==> config.mk <==
export PLATFORM = sky130hd
export DESIGN_NAME = usb_line_event_det
export DESIGN_NICKNAME = d
export VERILOG_FILES = /design/src/rtl/usb_lev_pkg.sv /design/src/rtl/usb_lev_sync.sv /design/src/rtl/usb_lev_classify.sv /design/src/rtl/usb_lev_timer.sv /design/src/rtl/usb_lev_eop.sv /design/src/rtl/usb_line_event_det.sv
export SDC_FILE = /design/constraint.sdc
export NUM_CORES = 1
export LEC_CHECK = 0
export BUFFER_PORTS_ARGS = -buffer_cell sky130_fd_sc_hd__buf_2
export CAP_MARGIN = 20
export CORE_ASPECT_RATIO = 0.8
export CORE_MARGIN = 1
export CORE_UTILIZATION = 61
export CTS_CLUSTER_SIZE = 28
export DETAILED_ROUTE_END_ITERATION = 10
export GPL_TIMING_DRIVEN = 1
export PLACE_DENSITY_LB_ADDON = 0.12
export SETUP_SLACK_MARGIN = 0.05
export SYNTH_ARGS = -nofsm -noshare
export SYNTH_HDL_FRONTEND = slang
export SYNTH_SLANG_ARGS = --single-unit
==> constraint.sdc <==
create_clock -name clk_i -period 3.62 [get_ports clk_i]
set_input_delay 0.905 -clock clk_i [delete_from_list [all_inputs] [get_ports clk_i]]
set_output_delay 0.905 -clock clk_i [all_outputs]
set_load 0.01 [all_outputs]
==> src/rtl/usb_lev_pkg.sv <==
package usb_lev_pkg;

  typedef enum logic [1:0] {
    LN_SE0 = 2'b00,
    LN_J   = 2'b01,
    LN_K   = 2'b10,
    LN_SE1 = 2'b11
  } line_e;

  // round up so a threshold is never shorter than asked
  function automatic int ns_to_cyc(input longint hz, input longint ns);
    longint c;
    c = (hz * ns + 64'd999_999_999) / 64'd1_000_000_000;
    if (c < 1) c = 1;
    return int'(c);
  endfunction

endpackage

==> src/rtl/usb_lev_sync.sv <==
module usb_lev_sync #(
  parameter int W      = 2,
  parameter int STAGES = 2
) (
  input  logic         clk_i,
  input  logic         rst_ni,
  input  logic [W-1:0] d_i,
  output logic [W-1:0] q_o
);

  logic [W-1:0] st_q [STAGES];

  always_ff @(posedge clk_i or negedge rst_ni) begin
    if (!rst_ni) begin
      for (int i = 0; i < STAGES; i++) st_q[i] <= '0;
    end else begin
      st_q[0] <= d_i;
      for (int i = 1; i < STAGES; i++) st_q[i] <= st_q[i-1];
    end
  end

  assign q_o = st_q[STAGES-1];

endmodule

==> src/rtl/usb_lev_classify.sv <==
module usb_lev_classify
  import usb_lev_pkg::*;
(
  input  logic       clk_i,
  input  logic       rst_ni,
  input  logic [1:0] raw_i,   // {dm, dp}
  output line_e      state_o,
  output line_e      prev_o,
  output logic       chg_o
);

  line_e dec, state_q, prev_q;
  logic  chg_q;

  always_comb begin
    unique case (raw_i)
      2'b00:   dec = LN_SE0;
      2'b01:   dec = LN_J;
      2'b10:   dec = LN_K;
      default: dec = LN_SE1;
    endcase
  end

  always_ff @(posedge clk_i or negedge rst_ni) begin
    if (!rst_ni) begin
      state_q <= LN_SE0;
      prev_q  <= LN_SE0;
      chg_q   <= 1'b0;
    end else begin
      chg_q <= (dec != state_q);
      if (dec != state_q) begin
        prev_q  <= state_q;
        state_q <= dec;
      end
    end
  end

  assign state_o = state_q;
  assign prev_o  = prev_q;
  assign chg_o   = chg_q;

  assert_chg_real_R10: assert property (@(posedge clk_i) disable iff (!rst_ni)
    chg_q |-> (state_q != $past(state_q)));

  assert_prev_differs_R3: assert property (@(posedge clk_i) disable iff (!rst_ni)
    chg_q |-> (prev_q != state_q));

endmodule

==> src/rtl/usb_lev_timer.sv <==
module usb_lev_timer
  import usb_lev_pkg::*;
#(
  parameter int    CYCLES = 20,
  parameter line_e TGT    = LN_SE0
) (
  input  logic  clk_i,
  input  logic  rst_ni,
  input  line_e state_i,
  input  logic  chg_i,
  output logic  hit_o
);

  localparam int CNT_W = $clog2(CYCLES + 2);
  localparam logic [CNT_W-1:0] SAT = CNT_W'(CYCLES + 1);
  localparam logic [CNT_W-1:0] THR = CNT_W'(CYCLES);

  logic [CNT_W-1:0] cnt_q, len;
  logic             hit_q;

  // len = cycles the current state has been held, including this one
  always_comb begin
    if (chg_i)             len = CNT_W'(1);
    else if (cnt_q == SAT) len = SAT;
    else                   len = cnt_q + CNT_W'(1);
  end

  always_ff @(posedge clk_i or negedge rst_ni) begin
    if (!rst_ni) begin
      cnt_q <= '0;
      hit_q <= 1'b0;
    end else begin
      cnt_q <= len;
      hit_q <= (state_i == TGT) && (len == THR);
    end
  end

  assign hit_o = hit_q;

  assert_hit_state_R6: assert property (@(posedge clk_i) disable iff (!rst_ni)
    hit_q |-> ($past(state_i) == TGT));

  assert_single_hit_R6: assert property (@(posedge clk_i) disable iff (!rst_ni)
    hit_q |=> !hit_q);

endmodule

==> src/rtl/usb_lev_eop.sv <==
module usb_lev_eop
  import usb_lev_pkg::*;
(
  input  logic  clk_i,
  input  logic  rst_ni,
  input  line_e state_i,
  input  logic  stb_i,
  output logic  eop_o
);

  typedef enum logic [1:0] {EP_ARM, EP_Z1, EP_Z2, EP_BLK} ep_e;

  ep_e  st_q, st_d;
  logic eop_q, eop_d;

  always_comb begin
    st_d  = st_q;
    eop_d = 1'b0;
    if (stb_i) begin
      unique case (st_q)
        EP_ARM: if (state_i == LN_SE0) st_d = EP_Z1;
        EP_Z1:  st_d = (state_i == LN_SE0) ? EP_Z2 : EP_ARM;
        EP_Z2: begin
          if (state_i == LN_J) begin
            eop_d = 1'b1;
            st_d  = EP_ARM;
          end else if (state_i == LN_SE0) begin
            st_d = EP_BLK;
          end else begin
            st_d = EP_ARM;
          end
        end
        default: if (state_i != LN_SE0) st_d = EP_ARM;
      endcase
    end
  end

  always_ff @(posedge clk_i or negedge rst_ni) begin
    if (!rst_ni) begin
      st_q  <= EP_ARM;
      eop_q <= 1'b0;
    end else begin
      st_q  <= st_d;
      eop_q <= eop_d;
    end
  end

  assign eop_o = eop_q;

  assert_eop_on_j_R4: assert property (@(posedge clk_i) disable iff (!rst_ni)
    eop_q |-> ($past(state_i) == LN_J && $past(stb_i)));

  assert_eop_single_R4: assert property (@(posedge clk_i) disable iff (!rst_ni)
    eop_q |=> !eop_q);

endmodule

==> src/rtl/usb_line_event_det.sv <==
module usb_line_event_det
  import usb_lev_pkg::*;
#(
  parameter int CLK_HZ      = 60_000_000,
  parameter int RESET_NS    = 2000,
  parameter int CONNECT_NS  = 2500,
  parameter int SYNC_STAGES = 2
) (
  input  logic       clk_i,
  input  logic       rst_ni,
  input  logic       dp_i,
  input  logic       dm_i,
  input  logic       bit_stb_i,
  output logic [1:0] line_o,
  output logic       idle_o,
  output logic       resume_o,
  output logic       se1_o,
  output logic       sop_o,
  output logic       eop_o,
  output logic       reset_o,
  output logic       disc_o,
  output logic       conn_o
);

  localparam int RST_CYC  = ns_to_cyc(longint'(CLK_HZ), longint'(RESET_NS));
  localparam int CONN_CYC = ns_to_cyc(longint'(CLK_HZ), longint'(CONNECT_NS));

  logic [1:0] sync_w;
  line_e      state_w, prev_w;
  logic       chg_w, rst_hit_w, conn_hit_w, eop_raw_w;
  logic       disc_q;

  usb_lev_sync #(.W(2), .STAGES(SYNC_STAGES)) i_sync (
    .clk_i  (clk_i),
    .rst_ni (rst_ni),
    .d_i    ({dm_i, dp_i}),
    .q_o    (sync_w)
  );

  usb_lev_classify i_classify (
    .clk_i   (clk_i),
    .rst_ni  (rst_ni),
    .raw_i   (sync_w),
    .state_o (state_w),
    .prev_o  (prev_w),
    .chg_o   (chg_w)
  );

  usb_lev_timer #(.CYCLES(RST_CYC), .TGT(LN_SE0)) i_rst_timer (
    .clk_i   (clk_i),
    .rst_ni  (rst_ni),
    .state_i (state_w),
    .chg_i   (chg_w),
    .hit_o   (rst_hit_w)
  );

  usb_lev_timer #(.CYCLES(CONN_CYC), .TGT(LN_J)) i_conn_timer (
    .clk_i   (clk_i),
    .rst_ni  (rst_ni),
    .state_i (state_w),
    .chg_i   (chg_w),
    .hit_o   (conn_hit_w)
  );

  usb_lev_eop i_eop (
    .clk_i   (clk_i),
    .rst_ni  (rst_ni),
    .state_i (state_w),
    .stb_i   (bit_stb_i),
    .eop_o   (eop_raw_w)
  );

  always_ff @(posedge clk_i or negedge rst_ni) begin
    if (!rst_ni)         disc_q <= 1'b1;
    else if (rst_hit_w)  disc_q <= 1'b1;
    else if (conn_hit_w) disc_q <= 1'b0;
  end

  assign line_o   = state_w;
  assign idle_o   = (state_w == LN_J);
  assign resume_o = (state_w == LN_K);
  assign se1_o    = (state_w == LN_SE1);
  assign sop_o    = chg_w && (state_w == LN_K) && (prev_w == LN_J) && !disc_q;
  assign eop_o    = eop_raw_w && !disc_q;
  assign reset_o  = rst_hit_w;
  assign conn_o   = conn_hit_w;
  assign disc_o   = disc_q;

  // edges since reset, so the latency check never looks into reset
  logic [1:0] age_q;
  always_ff @(posedge clk_i or negedge rst_ni) begin
    if (!rst_ni)              age_q <= '0;
    else if (age_q != 2'd3)   age_q <= age_q + 2'd1;
  end

  assert_line_latency_R1: assert property (@(posedge clk_i) disable iff (!rst_ni)
    (age_q == 2'd3) |-> (line_o == $past({dm_i, dp_i}, 3)));

  assert_sop_gated_R9: assert property (@(posedge clk_i) disable iff (!rst_ni)
    (sop_o || eop_o) |-> !disc_o);

  assert_disc_set_R7: assert property (@(posedge clk_i) disable iff (!rst_ni)
    $rose(disc_o) |-> $past(reset_o));

  assert_disc_clr_R7: assert property (@(posedge clk_i) disable iff (!rst_ni)
    $fell(disc_o) |-> $past(conn_o));

  assert_sop_from_j_R3: assert property (@(posedge clk_i) disable iff (!rst_ni)
    sop_o |-> (line_o == LN_K && $past(line_o) == LN_J));

endmodule

# Word level (Yosys, flattened, before mapping)
# Index checks and enable logic that the tools add are counted.
# word_totals
ff_bits	30
in_bits	5
out_inout_bits	10
elab_cells	58
# op_classes
n_addsub	2
n_eq_ne	14
muxes	16
n_reduce_logical	14
# ops
operator	count
== test 8 bit (second input constant)	2
2-to-1 mux 8 bit	2
== test 7 bit (second input constant)	2
2-to-1 mux 7 bit	2
case mux 2 bit (3 select lines)	2
2-to-1 mux 2 bit	5
adder 8 x 1 -> 8 bit (second input constant)	1
== test 2 x 1 -> 1 bit (second input constant)	4
== test 2 bit (second input constant)	4
adder 7 x 1 -> 7 bit (second input constant)	1
logical AND 1 bit	6
zero test 2 bit	3
2-to-1 mux 1 bit	5
nonzero test 2 bit	2
nonzero test 4 bit	1
AND reduction 3 bit	1
!= test 2 x 1 -> 1 bit (second input constant)	1
!= test 2 bit	1
zero test 1 bit	1

# Depth between registers and ports, before layout
# Gate-level depths: netlist (run 1).
# logic_depth
depth_word	5
depth_mapped	6

# Cells and area by module
# Synthesis (run 1) repeated with hierarchy kept, for this count alone.
# unflattened
hier_cells	140
area_unflattened_um2	1488.9
# modules_own_cells
module	n_inst	cells_each	area_per_inst_um2	seq_area_each_um2
usb_lev_timer at i_conn_timer	1	56	543.0	225.2
usb_lev_timer at i_rst_timer	1	39	411.6	200.2
usb_lev_classify	1	18	201.4	125.1
usb_lev_eop	1	12	132.6	75.1
usb_lev_sync	1	6	115.1	100.1
usb_line_event_det	1	9	85.1	26.3

# Worst setup path before layout (run 1)
# Ideal clock, no wire load.
# synth_path
path_type	register -> output
startpoint	register i_classify.state_q[1], in the netlist i_classify.state_o[1]
endpoint	output port sop_o
t_arrival_ps	1181
t_required_ps	2715
setup_slack_ps	1534
path_stages_with_launch	3
n_path_buf	0
path_cell_list	dfrtp_1 > nor2b_1 > nor4b_1
# synth_via
elab_chain_cells	4
# synth_lines
element	line_no	text
start, declared	usb_lev_classify.sv:12	line_e dec, state_q, prev_q;
start signal, assigned	usb_lev_classify.sv:26	state_q <= LN_SE0;
start signal, assigned	usb_lev_classify.sv:33	state_q <= dec;
== test 2 bit	-	
via resume_o	usb_line_event_det.sv:16	output logic resume_o,
logical AND 1 bit (3 in series)	usb_line_event_det.sv:83	assign sop_o = chg_w && (state_w == LN_K) && (prev_w == LN_J) && !disc_q;
end, declared	usb_line_event_det.sv:18	output logic sop_o,
# The timed path passes the listed nets, and every way through them passes these cells.

# Worst setup path after layout (run 1)
# layout_path
startpoint	register i_classify.chg_q, in the netlist i_classify.chg_o
endpoint	output port sop_o
# layout_via
elab_chain_cells	3
# layout_lines
element	line_no	text
start, declared	usb_lev_classify.sv:13	logic chg_q;
start signal, assigned	usb_lev_classify.sv:30	chg_q <= (dec != state_q);
logical AND 1 bit (3 in series)	usb_line_event_det.sv:83	
# Every way passes these cells.

==> results of run 1 <==
[metal layers]
metal	share of wire	wire length, µm	up-vias	track usage
met4	0.019	50	0	0.140
met2	0.43	1160	30	0.361
met3	0.068	181	5	0.0819
met5	0	0	-	0
li1	-	-	484	-
met1	0.48	1290	474	0.340
[kinds of logic after synthesis]
group,Yosys count
fa+ha+maj,4
xor+xnor,12
simple gates,55
buf+inv,11
compound gates,17
mux,3
flops,30
[path summary, 6_finish.rpt]
path / from / to / slack, ns / depth (start not counted)
setup / recovery: i_classify.chg_o / sop_o / 1.05 / 3
hold / removal: i_sync.st_q[2] / i_sync.q_o[0] / 0.36 / 0
setup reg to reg: i_conn_timer.cnt_q[0] / i_conn_timer.hit_o / 1.94 / 5
hold reg to reg: i_sync.st_q[2] / i_sync.q_o[0] / 0.36 / 0
max in group asynchronous: rst_ni / i_rst_timer.cnt_q[6] / 2.60 / 1
min in group asynchronous: rst_ni / i_conn_timer.hit_o / 0.60 / 1
[final cells by class]
cell class / count / area share
sequential: 30 / 0.484
multi-input combinational: 91 / 0.379
timing repair buffer: 14 / 0.0451
clock buffer: 7 / 0.0354
tap: 25 / 0.0201
clock inverter: 1 / 0.0193
inverter: 7 / 0.0169
[per-stage QoR]
stage          total power, µW  worst slack, ns  hold slack (ns)
2_1_floorplan              418             1.53            0.331
3_3_place_gp               437             1.56            0.334
3_5_place_dp               442             1.43            0.337
4_1_cts                    721             1.03            0.359
5_1_grt                    747            0.926            0.376
6_report                   715             1.05            0.356
[cell usage in the layout, fill, tap and decap left out, drive strengths merged, types with 2 or more instances in the layout]
cell type,netlist,final
dfrtp,29,29
nor2,15,15
buf,2,14
nand2,10,10
nand3,9,9
xor2,8,8
inv,7,7
clkbuf,2,7
a21oi,6,6
nor2b,5,5
xnor2,4,4
ha,4,4
and2,3,3
nand4,2,2
o21ai,2,2
or3,2,2
o21a,2,2
and4,2,2
mux2,2,2
[power breakdown]
group / switching, µW / total (µW) / leakage [µW] / internal (µW)
clock network: 115 / 280 / 0.0000455 / 165
registers: 18.8 / 370 / 0.000382 / 351
logic: 38.4 / 65.2 / 0.000281 / 26.9
[critical path: cells and delay by family (launching register included)]
family / cells / cell delay, ns
AND/OR/NAND/NOR: 1 / 0.41
buffers and inverters: 2 / 0.40
flip-flops: 1 / 0.53
[sequential cells by signal, summed over array words and instances (netlist names)]
register	count
i_classify.chg_o	1
disc_o	1
i_conn_timer.cnt_q	8
i_rst_timer.cnt_q	7
i_sync.q_o	2
i_rst_timer.hit_o	1
i_classify.state_o	2
i_eop.st_q	2
i_classify.prev_o	2
i_sync.st_q	2
i_eop.eop_o	1
i_conn_timer.hit_o	1
==> impl_metrics.py, run 1 <==
metrics = {
    "cts": {
        "cts.path.max_buffers": 2,
        "htreeDepth": 2,
        "hold_buffers": 0,
        "cts_tree": "built",
        "cts_made_buffers": 5,
        "cts_resized": 0,
        "cts.clk_slew.worst_paths_ns": 0.10,
        "cts_sinks": 30,
        "cts_setup_buffers": 0,
        "clock_latency_ns": 0.33,
        "root_buffer": "clkbuf_4",
    },
    "critical_path": {
        "crit_type": "reg -> out",
        "cp_slowest_cell": "dfrtp_1",
        "worst_ep_arrival_time_ns": 1.66,
        "cp-start-kind": "register",
        "end_kind": "primary output",
        "cp.required_ns": 2.71,
        "cp_slowest_stage_delay_ns": 0.53,
        "critPathMaxFanout": 10,
        "worstPathCellList": "inv_1 -> nor4b_1 -> buf_2",
    },
    "sta": {
        "post-route-period-util": 0.710,
        "finalHoldViolations": 0,
        "drv_slew": 0,
        "final.setup.tns_ns": 0,
        "fin_skew_ns": 0.00892,
        "relSlewSlack": 0.566,
        "min_period_ns": 2.57,
        "max_slew.worst_pin.slew_ns": 0.651,
        "setup_viol": 0,
        "rsz0062_at_grt": "no",
        "fmax_mhz": 389,
    },
    "power": {
        "power_density_nw_per_um2": 460,
        "p_leak_uw": 0.000709,
        "ir_drop_v": 0.000348,
    },
    "logic_synthesis": {
        "synth_most_common_cell": "dfrtp_1",
        "yosys-top-cells-count": "dfrtp_1 (29), nor2_1 (15), nand2_1 (10)",
        "syn_nets": 141,
        "synthMuxAreaShare": 0.0234,
        "ys_ff_latch": 30,
        "yosys_warnings": 0,
        "synth-edff-count": 0,
        "synthFlopType": "dfrtp_1",
        "synth-adder-area-share": 0.0361,
        "synth_area_um2": 1390,
        "yosys.area_share.simple": 0.206,
        "async_reset_ff_frac": 1.00,
        "synth_area_leader_cell": "dfrtp_1",
        "synth_area_per_cell_um2": 10.5,
        "ys_types": 38,
        "synth_top_area_frac": 0.523,
        "synth_top_cells_by_area": "dfrtp_1 (52%), xor2_1 (5.0%), nor2_1 (4.1%)",
        "synthCells": 132,
        "synth_compound_area_frac": 0.0839,
        "yosysSeqAreaShare": 0.542,
        "synth_xor_area_frac": 0.0757,
        "synth_top_family_by_area": "simple AND/OR/NAND/NOR gates",
    },
    "placed_design": {
        "place_area_um2": 1470,
        "portBuffers": 14,
        "routabilityCongestion": 0.794,
        "dp.final_hpwl_mm": 1.87,
        "place_inst": 167,
    },
    "cells_and_area": {
        "finalInstanceArea_um2": 1550,
        "multi_input_comb_area_um2": 589,
        "n_antenna_cell": 0,
        "nets": 158,
        "ff_latch_area_um2": 752,
        "area_growth_pct": 12.0,
        "drive_gt1_frac": 0.180,
        "final_util": 0.720,
        "fillers": 168,
        "fin_cells": 175,
    },
    "floorplanning": {
        "initial_core_util": 0.643,
        "row_count": 15,
        "core_region_area_um2": 2160,
        "die_area_um2": 2470,
        "die_w_um": 55.3,
        "io-pin-count": 15,
        "die_h_um": 44.7,
    },
    "grt": {
        "grt_pass1_vias": 894,
        "grt-ovfl-total": 0,
        "grt_use_total": 0.251,
        "antenna_found_initial": 0,
        "grt_start_max_net_pins": 31,
        "grt_pass1_wl_mm": 4.30,
    },
    "detailed_routing": {
        "ant_nets": 0,
        "route.detailed.drc": 0,
        "vias_per_cell": 5.67,
        "avgRoutedWirePerCell_um": 15.3,
        "drt_pass1_iterations": 4,
        "num_vias": 993,
        "dr.first_iter.drc_count": 18,
        "totalWireLength_mm": 2.67,
    },
    "status": {
        "status": "completed",
    },
    "run": {
        "cap_viol_max_count": 0,
    },
    "hold_path": {
        "min_path_type": "reg -> reg",
    },
}
Power figures use the tool's default switching activity.
==> run 2: changes to the inputs <==
- CORE_UTILIZATION: 61 -> 51
- clock period: 3.62 -> 2.2 ns (I/O delays scaled with it)
==> run 2 against run 1 <==
  * Count of clock-buffer cells in the layout is 1 lower
  * Hold slack worse by 0.13 ns
  * Routed wire length is 8.6% lower
  * Clock power is 110% higher
  * First-iteration DRC count is 5.6% higher
  * Via count is 1.5% lower
  * Worst setup slack worse by 0.82 ns
  * Final cell count is 6.3% higher
  * Register-to-register slack worse by 1.3 ns
  * Sequential cell count stayed put
  * Highest routed layer unchanged
==> impl_metrics.py, run 2 (synthesis gave the netlist of run 1 again) <==
metrics = {
    "placed_design": {
        "routabilityCongestion": 0.847,
        "portBuffers": 14,
        "dp.final_hpwl_mm": 1.81,
    },
    "critical_path": {
        "cp.required_ns": 1.65,
        "worst_ep_arrival_time_ns": 1.42,
        "crit_type": "reg -> out",
        "cp-start-kind": "register",
        "end_kind": "primary output",
        "critPathMaxFanout": 10,
    },
    "sta": {
        "drv_slew": 0,
        "fmax_mhz": 508,
        "rsz0062_at_grt": "no",
        "setup_viol": 0,
        "finalHoldViolations": 0,
        "relSlewSlack": 0.580,
        "max_slew.worst_pin.slew_ns": 0.630,
        "final.setup.tns_ns": 0,
        "post-route-period-util": 0.894,
        "min_period_ns": 1.97,
        "fin_skew_ns": 0.0121,
    },
    "detailed_routing": {
        "drt_pass1_iterations": 4,
        "dr_wl_met2_mm": 1.05,
        "drt-met1-wl_mm": 1.19,
        "vias_per_cell": 5.26,
        "dr.first_iter.drc_count": 19,
        "top_layer": "met4",
        "ant_nets": 0,
        "avgRoutedWirePerCell_um": 13.1,
        "route.detailed.drc": 0,
        "totalWireLength_mm": 2.44,
        "num_vias": 978,
        "wl_met3_um": 144,
    },
    "power": {
        "p_leak_uw": 0.000721,
        "total_power_uw": 1300,
        "power_density_nw_per_um2": 814,
        "ir_drop_v": 0.000461,
    },
    "cts": {
        "cts_sinks": 30,
        "cts_tree": "built",
        "root_buffer": "clkbuf_4",
        "htreeDepth": 2,
        "clock_latency_ns": 0.33,
        "cts_made_buffers": 5,
        "cts.clk_slew.worst_paths_ns": 0.10,
        "cts.path.max_buffers": 2,
        "hold_buffers": 0,
    },
    "floorplanning": {
        "die_w_um": 60.3,
        "io-pin-count": 15,
        "die_h_um": 48.7,
        "core_region_area_um2": 2500,
        "initial_core_util": 0.555,
        "row_count": 16,
        "die_area_um2": 2930,
    },
    "grt": {
        "grt_pass1_wl_mm": 4.09,
        "grt_pass1_vias": 953,
        "grt_use_total": 0.197,
        "grt_start_max_net_pins": 31,
        "antenna_found_initial": 0,
        "grt-ovfl-total": 0,
    },
    "cells_and_area": {
        "reg_top3": "i_conn_timer.cnt_q (8), i_rst_timer.cnt_q (7)",
        "largest_reg_flops": 8,
        "area_growth_pct": 15.0,
        "layout_commonest_cell": "dfrtp_1",
        "drive_gt1_frac": 0.193,
        "regMostFlops": "i_conn_timer.cnt_q",
        "final_cell_mix": "dfrtp_1 (28), nor2_1 (15), buf_2 (14)",
        "nets": 158,
        "n_antenna_cell": 0,
    },
    "status": {
        "status": "completed",
    },
    "hold_path": {
        "min_path_type": "in -> async",
    },
    "run": {
        "cap_viol_max_count": 0,
    },
}
[run 2: cell count changes in the layout (fill, tap and decap cells not counted), sizes merged]
cell	previous run	this run
clkbuf	7	6
bufinv	1	2
[run 2: layout make-up]
cell class                 count  area, µm²
clock buffer                   6       51.3
clock inverter                 2       60.1
fill                         212        907
inverter                       7       26.3
multi-input combinational     91        589
sequential                    30        753
tap                           36       45.0
timing repair buffer          14       70.1
[run 2: worst max-delay path, cell delays in order, from the launching register on]
cell and delay [ns]:
dfrtp_2 0.47, inv_1 0.16, nor4b_1 0.29, buf_2 0.17
[run 2: through the flow]
stage	instance area, µm²	util	setup slack, ns	cells	hold slack, ns
2_1_floorplan	1390	-	0.469	132	0.254
3_3_place_gp	1480	0.593	0.490	178	0.335
5_1_grt	1600	0.638	0.0915	186	0.269
4_1_cts	1590	0.637	0.0902	186	0.248
6_report	1600	0.638	0.233	186	0.221
3_5_place_dp	1480	0.593	0.467	178	0.339
[run 2: where the power goes]
| group | leakage [µW] | internal (µW) | switching, µW |
|---|---|---|---|
| sequential | 0.000381 | 578 | 30.5 |
| clock | 0.0000585 | 385 | 199 |
| combinational | 0.000281 | 44.4 | 62.2 |
[run 2: what timing repair did]
action | 4_1_cts | 5_1_grt
endpoints found under the setup margin | 0 | 1
buffers inserted | 0 | 0
resized for setup | 0 | 1
[run 2: routing by layer]
layer  track usage  vias to the layer above
met5             0                        -
met4         0.116                        0
met3        0.0642                       10
met2         0.275                       30
met1         0.263                      453
li1              -                      485
[run 2: worst paths after layout]
| kind | end | depth (start not counted) | start | slack, ns |
|---|---|---|---|---|
| max in group asynchronous | i_classify.chg_o | 1 | rst_ni | 1.52 |
| worst min register to register | i_sync.q_o[0] | 0 | i_sync.st_q[2] | 0.36 |
| min in group clk_i | i_sync.st_q[2] | 1 | dp_i | 0.32 |
| worst max-delay path | sop_o | 3 | i_classify.chg_o | 0.23 |
| worst max register to register | i_conn_timer.hit_o | 5 | i_conn_timer.cnt_q[0] | 0.60 |
| worst min-delay path | i_eop.st_q[0] | 1 | rst_ni | 0.22 |
==> run 3: changes to the inputs <==
- CORE_UTILIZATION: 51 -> 25
==> run 3 against run 2 <==
  * Die area grew 99%
  * Power shrank 8.6%
  * Worst setup slack gained 0.015 ns
  * Critical path type unchanged
==> impl_metrics.py, run 3 (synthesis gave the netlist of run 1 again) <==
metrics = {
    "power": {
        "power_density_nw_per_um2": 737,
        "p_seq_frac": 0.514,
        "intPower_uw": 875,
        "total_power_uw": 1190,
        "p_sw_uw": 313,
        "p_leak_uw": 0.000710,
        "ir_drop_v": 0.000330,
        "swShare": 0.263,
        "clkPwrFrac": 0.394,
        "combPwrFrac": 0.091,
    },
    "sta": {
        "finalHoldViolations": 0,
        "fin_skew_ns": 0.00434,
        "setup_viol": 0,
        "fmax_mhz": 512,
        "final.setup.tns_ns": 0,
        "post-route-period-util": 0.887,
        "drv_slew": 0,
        "rsz0062_at_grt": "no",
        "max_slew.worst_pin.slew_ns": 0.695,
        "min_period_ns": 1.95,
        "relSlewSlack": 0.537,
        "worst_hold_slack_ns": 0.309,
    },
    "floorplanning": {
        "die_area_um2": 5850,
        "die_w_um": 85.3,
        "die_h_um": 68.6,
        "core_region_area_um2": 5180,
        "initial_core_util": 0.268,
        "row_count": 23,
        "io-pin-count": 15,
    },
    "cts": {
        "hold_buffers": 0,
        "cts.clk_slew.worst_paths_ns": 0.07,
        "htreeDepth": 2,
        "root_buffer": "clkbuf_8",
        "cts_made_buffers": 5,
        "cts_tree": "built",
        "cts_sinks": 30,
        "cts.path.max_buffers": 2,
        "clock_latency_ns": 0.28,
    },
    "grt": {
        "grt_pass1_wl_mm": 4.55,
        "grt_use_total": 0.107,
        "antenna_found_initial": 0,
        "grt_start_max_net_pins": 31,
        "grt_pass1_vias": 954,
        "grt-ovfl-total": 0,
    },
    "critical_path": {
        "worst-r2r-setup-slack_ns": 0.56,
        "critPathMaxFanout": 10,
        "r2r_cells": 5,
        "path_delay_family": "flip-flops",
        "cp_slowest_stage_delay_ns": 0.46,
        "timing.rr.end": "i_conn_timer.hit_o",
        "cp.required_ns": 1.65,
        "cp_slowest_cell": "dfrtp_2",
        "cp-start-kind": "register",
        "end_kind": "primary output",
        "r2r-start": "i_conn_timer.cnt_q[0]",
        "crit_start": "i_classify.chg_o",
        "critPathBufInv": 2,
        "crit_type": "reg -> out",
        "worst_ep_arrival_time_ns": 1.40,
        "worstPathCellList": "inv_1 -> nor4b_1 -> buf_2",
    },
    "cells_and_area": {
        "area_growth_pct": 16.1,
        "final_cell_mix": "dfrtp_1 (28), nor2_1 (15), buf_2 (14)",
        "final_util": 0.311,
        "largest_reg_flops": 8,
        "regMostFlops": "i_conn_timer.cnt_q",
        "n_antenna_cell": 0,
        "layout_commonest_cell": "dfrtp_1",
        "nets": 158,
        "reg_top3": "i_conn_timer.cnt_q (8), i_rst_timer.cnt_q (7)",
        "fillers": 539,
        "drive_gt1_frac": 0.193,
    },
    "detailed_routing": {
        "ant_nets": 0,
        "avgRoutedWirePerCell_um": 12.9,
        "num_vias": 978,
        "route.detailed.drc": 0,
        "drt_pass1_iterations": 4,
        "vias_per_cell": 4.61,
        "totalWireLength_mm": 2.74,
        "dr.first_iter.drc_count": 51,
    },
    "placed_design": {
        "dp.final_hpwl_mm": 1.93,
        "routabilityCongestion": 0.752,
        "portBuffers": 14,
    },
    "run": {
        "cap_viol_max_count": 0,
    },
    "hold_path": {
        "min_path_type": "in -> async",
    },
    "status": {
        "status": "completed",
    },
}
## run 3: cell count changes in the layout (fill, tap and decap cells not counted)
cell	delta
clkinv_2	+1
bufinv_16	-2
clkbuf_4	-5
clkinvlp_4	+1
clkbuf_8	+5
## run 3: how the worst max path moves through the flow
stage                        to  slack, ns  depth (start not counted)
after floorplan           sop_o       0.47                          2
after global placement    sop_o       0.43                          3
after detailed placement  sop_o       0.42                          3
after CTS                 sop_o       0.09                          3
after global routing      sop_o       0.14                          3
final                     sop_o       0.25                          3
## run 3: what timing repair did
item	in CTS	in global routing
endpoints found under the setup margin	0	1
buffers inserted	0	0
resized for setup	0	1
hold endpoints to repair	0	0
## run 3: area by class of cell
class | instances | area, µm² | area share
Sequential cell | 30 | 753 | 0.467
Multi-Input combinational cell | 91 | 589 | 0.366
Clock inverter | 2 | 12.5 | 0.00776
Clock buffer | 6 | 82.6 | 0.0512
Tap cell | 62 | 77.6 | 0.0481
Timing Repair Buffer | 14 | 70.1 | 0.0435
Inverter | 7 | 26.3 | 0.0163
## run 3: stage by stage
step                      setup WS (ns)  area, µm²  instances
after floorplan                   0.469       1390        132
final                             0.248       1610        212
after detailed placement          0.417       1520        204
after CTS                        0.0901       1610        212
after global routing              0.137       1610        212
after global placement            0.429       1520        204
## run 3: layer usage
layer	routed length [µm]	global-route usage	part of all wire
met1	1390	0.136	0.51
met2	1180	0.163	0.43
met3	110	0.0310	0.040
met4	63	0.0625	0.023
met5	0	0	0
## run 3: power by group through the flow
stage	Clock (µW)	Combinational [µW]	Sequential [µW]
2_1_floorplan	0	80.5	607
3_3_place_gp	0	112	619
3_5_place_dp	0	111	621
4_1_cts	490	111	610
5_1_grt	512	126	616
6_report	468	109	610
